`config.mk`:
```
export PLATFORM = sky130hd
export DESIGN_NAME = cfg_byte_loader
export DESIGN_NICKNAME = d
export VERILOG_FILES = /design/src/rtl/cfgl_pkg.sv /design/src/rtl/cfgl_sync.sv /design/src/rtl/cfgl_ctrl.sv /design/src/rtl/cfgl_bank.sv /design/src/rtl/cfg_byte_loader.sv
export SDC_FILE = /design/constraint.sdc
export NUM_CORES = 1
export LEC_CHECK = 0
export BUFFER_PORTS_ARGS = -buffer_cell sky130_fd_sc_hd__buf_2
export CAP_MARGIN = 20
export CORE_MARGIN = 4
export CORE_UTILIZATION = 48
export CTS_BUF_LIST = sky130_fd_sc_hd__clkbuf_8
export CTS_CLUSTER_SIZE = 14
export DETAILED_ROUTE_END_ITERATION = 7
export PLACE_DENSITY = 0.77
export RECOVER_POWER = 25
export SYNTH_ARGS = -nofsm -noshare
export SYNTH_HDL_FRONTEND = slang
export SYNTH_SLANG_ARGS = --single-unit
```
`constraint.sdc`:
```
create_clock -name clk -period 16.4 [get_ports clk]
set_input_delay 0.82 -clock clk [delete_from_list [all_inputs] [get_ports clk]]
set_output_delay 0.82 -clock clk [all_outputs]
set_load 0.05 [all_outputs]
```
`src/rtl/cfgl_pkg.sv`:
```
package cfgl_pkg;
    typedef enum logic [1:0] {
        ST_MAN_IDLE,
        ST_MAN_ARMED,
        ST_AUTO_IDLE,
        ST_AUTO_ARMED
    } ld_state_e;

    localparam int CLK_EN_BIT = 10;
    localparam int TEST_BIT   = 11;
endpackage

```
`src/rtl/cfgl_sync.sv`:
```
module cfgl_sync #(
    parameter int STAGES = 2
) (
    input  logic clk,
    input  logic clr,
    input  logic async_in,
    output logic rise_ev,
    output logic fall_ev
);
    logic [STAGES:0] sh_q;

    always_ff @(posedge clk or posedge clr) begin
        if (clr) sh_q <= '0;
        else     sh_q <= {sh_q[STAGES-1:0], async_in};
    end

    assign rise_ev = sh_q[STAGES-1] & ~sh_q[STAGES];
    assign fall_ev = ~sh_q[STAGES-1] & sh_q[STAGES];
endmodule

```
`src/rtl/cfgl_ctrl.sv`:
```
module cfgl_ctrl
    import cfgl_pkg::*;
#(
    parameter int BUS_W = 8,
    parameter int NREG  = 19
) (
    input  logic             clk,
    input  logic             clr,
    input  logic             fall_ev,
    input  logic             rise_ev,
    input  logic             is_data,
    input  logic             hi_byte,
    input  logic [BUS_W-1:0] bus,
    output logic             wr_en,
    output logic             wr_hi,
    output logic [BUS_W-1:0] wr_addr,
    output logic [BUS_W-1:0] wr_byte,
    output logic             auto_mode,
    output logic [BUS_W-1:0] base_addr
);
    localparam logic [BUS_W-1:0] LAST = BUS_W'(NREG - 1);

    ld_state_e        st_q, st_d;
    logic             q_data, q_hi;
    logic [BUS_W-1:0] ptr_q, base_q;
    logic             idle, armed, commit;

    // next-state logic
    always_comb begin
        st_d = st_q;
        unique case (st_q)
            ST_MAN_IDLE:   if (fall_ev) st_d = ST_MAN_ARMED;
            ST_AUTO_IDLE:  if (fall_ev) st_d = ST_AUTO_ARMED;
            ST_MAN_ARMED:  if (rise_ev) st_d = (!q_data && q_hi) ? ST_AUTO_IDLE : ST_MAN_IDLE;
            ST_AUTO_ARMED: if (rise_ev) st_d = (q_data || q_hi) ? ST_AUTO_IDLE : ST_MAN_IDLE;
        endcase
    end

    // state register
    always_ff @(posedge clk or posedge clr) begin
        if (clr) st_q <= ST_MAN_IDLE;
        else     st_q <= st_d;
    end

    // outputs
    always_comb begin
        idle      = (st_q == ST_MAN_IDLE) || (st_q == ST_AUTO_IDLE);
        armed     = (st_q == ST_MAN_ARMED) || (st_q == ST_AUTO_ARMED);
        commit    = armed && rise_ev;
        wr_en     = commit && q_data;
        wr_hi     = q_hi;
        wr_addr   = ptr_q;
        wr_byte   = bus;
        auto_mode = (st_q == ST_AUTO_IDLE) || (st_q == ST_AUTO_ARMED);
        base_addr = base_q;
    end

    // qualifier capture and pointer
    always_ff @(posedge clk or posedge clr) begin
        if (clr) begin
            q_data <= 1'b0;
            q_hi   <= 1'b0;
            ptr_q  <= '0;
            base_q <= '0;
        end else begin
            if (idle && fall_ev) begin
                q_data <= is_data;
                q_hi   <= hi_byte;
            end
            if (commit && !q_data) begin
                ptr_q  <= bus;
                base_q <= bus;
            end else if (wr_en && q_hi && st_q == ST_AUTO_ARMED) begin
                ptr_q <= (ptr_q >= LAST) ? base_q : ptr_q + 1'b1;
            end
        end
    end
endmodule

```
`src/rtl/cfgl_bank.sv`:
```
module cfgl_bank #(
    parameter int                 NREG       = 19,
    parameter int                 REG_W      = 12,
    parameter int                 BUS_W      = 8,
    parameter logic [REG_W-1:0]   STATUS_RST = '0,
    parameter logic [REG_W-1:0]   ZERO_MASK  = '0
) (
    input  logic                  clk,
    input  logic                  clr,
    input  logic                  wr_en,
    input  logic                  wr_hi,
    input  logic [BUS_W-1:0]      wr_addr,
    input  logic [BUS_W-1:0]      wr_byte,
    output logic [NREG*REG_W-1:0] regs
);
    localparam int HI_W = REG_W - BUS_W;

    for (genvar g = 0; g < NREG; g++) begin : g_reg
        localparam logic [REG_W-1:0] RST_V = (g == 0) ? STATUS_RST : '0;
        localparam logic [REG_W-1:0] CLR_M = (g == 0) ? ZERO_MASK  : '0;
        logic [REG_W-1:0] q, d;

        always_comb begin
            d = q;
            if (wr_en && wr_addr == BUS_W'(g)) begin
                if (wr_hi) d[REG_W-1:BUS_W] = wr_byte[HI_W-1:0];
                else       d[BUS_W-1:0]     = wr_byte;
            end
            d = d & ~CLR_M;
        end

        always_ff @(posedge clk or posedge clr) begin
            if (clr) q <= RST_V;
            else     q <= d;
        end

        assign regs[g*REG_W +: REG_W] = q;
    end
endmodule

```
`src/rtl/cfg_byte_loader.sv`:
```
module cfg_byte_loader
    import cfgl_pkg::*;
#(
    parameter int NREG            = 19,
    parameter int REG_W           = 12,
    parameter int BUS_W           = 8,
    parameter int SYNC_STAGES     = 2,
    parameter bit CLK_EN_AT_CLEAR = 1'b0
) (
    input  logic                  clk,
    input  logic                  clr,
    input  logic                  ld_strobe,
    input  logic                  ld_is_data,
    input  logic                  ld_hi_byte,
    input  logic [BUS_W-1:0]      ld_bus,
    output logic [NREG*REG_W-1:0] cfg_regs
);
    localparam logic [REG_W-1:0] STATUS_RST = CLK_EN_AT_CLEAR ? REG_W'(1) << CLK_EN_BIT : '0;
    localparam logic [REG_W-1:0] ZERO_MASK  = REG_W'(1) << TEST_BIT;

    logic             rise_ev, fall_ev;
    logic             wr_en, wr_hi, auto_mode;
    logic [BUS_W-1:0] wr_addr, wr_byte, base_addr;

    cfgl_sync #(.STAGES(SYNC_STAGES)) u_sync (
        .clk(clk), .clr(clr), .async_in(ld_strobe),
        .rise_ev(rise_ev), .fall_ev(fall_ev)
    );

    cfgl_ctrl #(.BUS_W(BUS_W), .NREG(NREG)) u_ctrl (
        .clk(clk), .clr(clr), .fall_ev(fall_ev), .rise_ev(rise_ev),
        .is_data(ld_is_data), .hi_byte(ld_hi_byte), .bus(ld_bus),
        .wr_en(wr_en), .wr_hi(wr_hi), .wr_addr(wr_addr), .wr_byte(wr_byte),
        .auto_mode(auto_mode), .base_addr(base_addr)
    );

    cfgl_bank #(
        .NREG(NREG), .REG_W(REG_W), .BUS_W(BUS_W),
        .STATUS_RST(STATUS_RST), .ZERO_MASK(ZERO_MASK)
    ) u_bank (
        .clk(clk), .clr(clr), .wr_en(wr_en), .wr_hi(wr_hi),
        .wr_addr(wr_addr), .wr_byte(wr_byte), .regs(cfg_regs)
    );
endmodule

```
* After elaboration in Yosys (flattened, before gate mapping)
Cells that the tools add are included.
Word-level totals: output and inout bits 228, input bits 13, logic and storage cells 158, register bits 250
Cells by class: magnitude comparators 1, mux-type cells 10, reductions and logical operators 72, bitwise logic cells 5, equal/unequal tests 25, $add $sub $neg 1
Operator list (number):
- AND reduction 2 bit | 38
- equality test 8 x 4 -> 1 bit (second input constant) | 8
- equality test 8 x 3 -> 1 bit (second input constant) | 4
- logical AND 1 bit | 26
- equality test 8 x 5 -> 1 bit (second input constant) | 3
- two-way mux 8 bit | 3
- equality test 8 x 2 -> 1 bit (second input constant) | 2
- two-way mux 2 bit | 6
- adder 8 x 1 -> 8 bit (second input constant) | 1
- equality test 8 x 1 -> 1 bit (second input constant) | 1
- greater-or-equal comparator 8 x 5 -> 1 bit (second input constant) | 1
- zero test 8 bit | 1
- inequality test 2 x 1 -> 1 bit (second input constant) | 4
- one-hot mux 2 bit (4 select lines) | 1
- equality test 2 bit (second input constant) | 2
- AND reduction 4 bit | 1
- logical OR 1 bit | 3
- inverter 1 bit | 3
- bitwise AND 1 bit | 2
- equality test 2 x 1 -> 1 bit (second input constant) | 1
- zero test 2 bit | 1
- nonzero test 2 bit | 1
- zero test 1 bit | 1

* Depth between registers and ports, before layout
depth after elaboration 8, depth in mapped cells 7, gate-level depth less buffers 6

* By module
A second synthesis with hierarchy kept.
Unflattened totals: cells, all modules 668, area total of the unflattened synthesis 10003.3 um2
Modules (own cells, without submodules):
- cfgl_bank | cells each 552, seq. area each 5680.4 um2, instances 1, area each 8858.5 um2
- cfgl_ctrl | cells each 110, seq. area each 500.5 um2, instances 1, area each 1051.0 um2
- cfgl_sync | cells each 6, seq. area each 75.1 um2, instances 1, area each 93.8 um2

* Worst setup path after synthesis
Ideal clock, no wire load.
path kind register -> register, start point reg u_ctrl.ptr_q[0] (netlist: u_ctrl.wr_addr[0]), end point reg u_ctrl.ptr_q[4] (netlist: u_ctrl.wr_addr[4]), setup time 0.128 ns, slack 14.594 ns, clock period less this slack 1.806 ns, path buffers 0, arrival 1.678 ns, stages on the path, launching flop included 7, required time 16.272 ns, path through dfrtp_1 > inv_1 > ha_1 > o41ai_2 > nand2_1 > a221oi_1 > o2bb2ai_1
Between the ends: longest elaborated chain between the ends 4, elaborated cells on any way between the ends 5, those cells by class add/sub (1); order compare (1); mux (3)
RTL lines:
- from (decl) | RTL line cfgl_ctrl.sv:25 | logic [BUS_W-1:0] ptr_q, base_q;
- from (signal assigned) | RTL line cfgl_ctrl.sv:71 | ptr_q <= bus;
- from (signal assigned) | RTL line cfgl_ctrl.sv:74 | ptr_q <= (ptr_q >= LAST) ? base_q : ptr_q + 1'b1;
- adder 8 x 1 -> 8 bit / greater-or-equal comparator 8 x 5 -> 1 bit (equally long branches) | RTL line cfgl_ctrl.sv:74
- two-way mux 8 bit * | RTL line cfgl_ctrl.sv:74
- two-way mux 8 bit * | RTL line cfgl_ctrl.sv:73 | end else if (wr_en && q_hi && st_q == ST_AUTO_ARMED) begin
- two-way mux 8 bit * | RTL line cfgl_ctrl.sv:70 | if (commit && !q_data) begin
Mark *: on every way between the ends. The rest lies on a longest branch, timed or not. The select of a mux whose other input is x is not followed. A chain may end at the register's enable or synchronous reset.

==> results.cfg <==
[cts]
cts_root_buffer = clkbuf_8
htreeDepth = 2
clock_path_buffers = 3
cts_resized = 0
cts.sinks = 250
clk_latency_ns = 0.52
post_cts_buffers = 0
holdBufCountCts = 0
cts_tree = yes
clk_pin_slew_ns = 0.06
numCtsBuffers = 42

[finish]
n_antenna_cell = 0
fillers = 1580
fin_cells = 1210
drive_gt1_frac = 0.611
fin_nets = 927
area_growth_pct = 22.5

[grt]
gr-usage-met2 = 0.323
grt_use_total = 0.210
grt_use_met1 = 0.287
grt_max_degree = 94
met3_usage = 0.0744
grt_busiest_layer = met2
grt_first_pass_wirelength_mm = 38.9
antenna_found_initial = 0
grt_pass1_vias = 6737
grt_overflow = 0

[synthesis]
synth_top_area_share = 0.626
netlist_instances = 666
synth_edf_count = 0
yosys.area.top_type = dfrtp_1
synth-warning-count = 0
synthesis.area_um2 = 9990
synthTopCellsByCount = 250 x dfrtp_1, 226 x mux2_2, 33 x nand2_1
seq_area_frac_synth = 0.626
synth_most_common_cell = dfrtp_1
synth_fp_nets = 683
ys.flop_type = dfrtp_1
ys_ff_latch = 250
netlist_top_cells_area = dfrtp_1 63%, mux2_2 25%, nand2_1 1.2%
synthDistinctLibCells = 46
avgSynthCellArea_um2 = 15.0
synth-async-reset-ratio = 1.00

[setup_path]
r2r_start = u_sync.sh_q[2]$_DFF_PP0_
cp.required_ns = 16.15
cp-end-kind = asynchronous set/reset pin
slowest_delay_ns = 2.73
crit_type = in2async
cp_num_buf_inv = 4
critPathMaxFanout = 93
startpoint_type = input port
path_delay_family = buffers and inverters
cp_slowest_cell = clkbuf_1
crit_start = clr
critPathMostFrequentCell = clkbuf_1
crit_path_cell_trace = buf_2 > clkinvlp_2 > clkbuf_1 > clkbuf_1
worstPathArrival_ns = 6.49

[timing]
tightest_slew_ns = 4.08
holdWs_ns = 0.372
rsz0062_at_grt = no
hold_viol = 0
fin_ws_ns = 9.66
slew-limit-headroom = -1.73
tns_ns = 0
fin_skew_ns = 0.0162
fin_crit_sh = 0.411
fin_crit_ns = 6.74
finalSetupViolCount = 0
fmax_ghz = 0.148
slew_violations = 167

[outcome]
outcome = finished with violations
violations = max-capacitance violations, max-slew violations

[drt]
postRouteAntennaNets = 0
via_per_inst = 5.29
drc = 0
vias = 6395
finalWirelength_mm = 24.7
wl_per_cell_um = 20.4
drt-pass1-iter-count = 4
drtIter0Drc = 249

[run]
maxCapViolations = 2

[placed_design]
hpwl_mm = 15.9
io_buffer_count = 239
place_ws_ns = 13.90
gp_congestion = 0.812
dpl.cell_count = 1135

[die]
die_area_um2 = 23200
die_x_um = 152
rows = 52
io-pin-count = 241
core_um2 = 20400
die_y_um = 152
start_util = 0.491

[min_path]
hold_start = u_sync.sh_q[0]$_DFF_PP0_
hold_class = reg2reg

[pwr]
p_per_area_nw_per_um2 = 118
p_leak_nw = 6.25
ir_worst_vdd_uv = 63.1
[metrics by stage]
stage / utilization / instance area (µm²) / total power (W)
2_1_floorplan: - / 9990 / 0.000844
4_1_cts: 0.601 / 12200 / 0.00146
5_1_grt: 0.601 / 12200 / 0.00150
6_report: 0.601 / 12200 / 0.00144
3_5_place_dp: 0.558 / 11400 / 0.000894
3_3_place_gp: 0.558 / 11400 / 0.000888
[flip-flops by register name, summed over array words and instances, names as in the netlist, named ones only]
register,flops
u_sync.sh_q,3
u_ctrl.st_q,1
u_ctrl.q_data,1
u_bank.g.q,227
u_ctrl.base_addr,8
u_ctrl.wr_hi,1
u_ctrl.wr_addr,8
[cell families after synthesis]
logic type	synth area share
adders and majority gates	0.00501
muxes	0.260
DFF	0.626
and+or+nand+nor	0.0716
other	0.000375
buffers and inverters	0.0195
AOI/OAI and AO/OA	0.0170
[final timing paths]
kind / cells past startpoint / to / slack, ns
min in group asynchronous: 2 / u_bank.g_reg[4].q[7]$_DFFE_PP0P_ / 1.53
worst min-delay path: 0 / u_sync.sh_q[1]$_DFF_PP0_ / 0.37
worst max register to register: 4 / u_bank.g_reg[3].q[10]$_DFFE_PP0P_ / 14.01
max in group clk: 4 / u_bank.g_reg[3].q[10]$_DFFE_PP0P_ / 14.01
worst min register to register: 0 / u_sync.sh_q[1]$_DFF_PP0_ / 0.37
worst max-delay path: 4 / u_bank.g_reg[2].q[9]$_DFFE_PP0P_ / 9.66
[power breakdown]
| group | internal (W) | switching, W |
|---|---|---|
| logic | 0.0000529 | 0.000136 |
| registers | 0.000654 | 0.0000399 |
| clock network | 0.000318 | 0.000242 |
[layout make-up]
| type | count | area (µm²) | area share |
|---|---|---|---|
| sequential | 250 | 6260 | 0.511 |
| multi-input combinational | 370 | 3540 | 0.289 |
| timing repair buffer | 242 | 1210 | 0.0989 |
| clock buffer | 59 | 812 | 0.0663 |
| tap | 270 | 338 | 0.0276 |
| clock inverter | 15 | 67.6 | 0.00552 |
| inverter | 4 | 16.3 | 0.00133 |
[per-layer routing]
layer	vias to the layer above	wire length, µm
met4	0	446
met2	238	11100
met3	38	2250
met1	3269	10900
li1	2850	-
met5	-	0
[cells in the final DEF, fill, tap and decap left out, types with 5 or more instances in the layout]
cell type and instances:
and3_1 8, o21ai_0 7, clkbuf_8 59, inv_1 14, mux2_2 226, nand2_1 33, nand3_1 5, dfrtp_1 250
buf_2 239, nor2_2 10, nor2_4 8, nand2_2 11, nor2_1 8
Power figures use the tool's default switching activity.
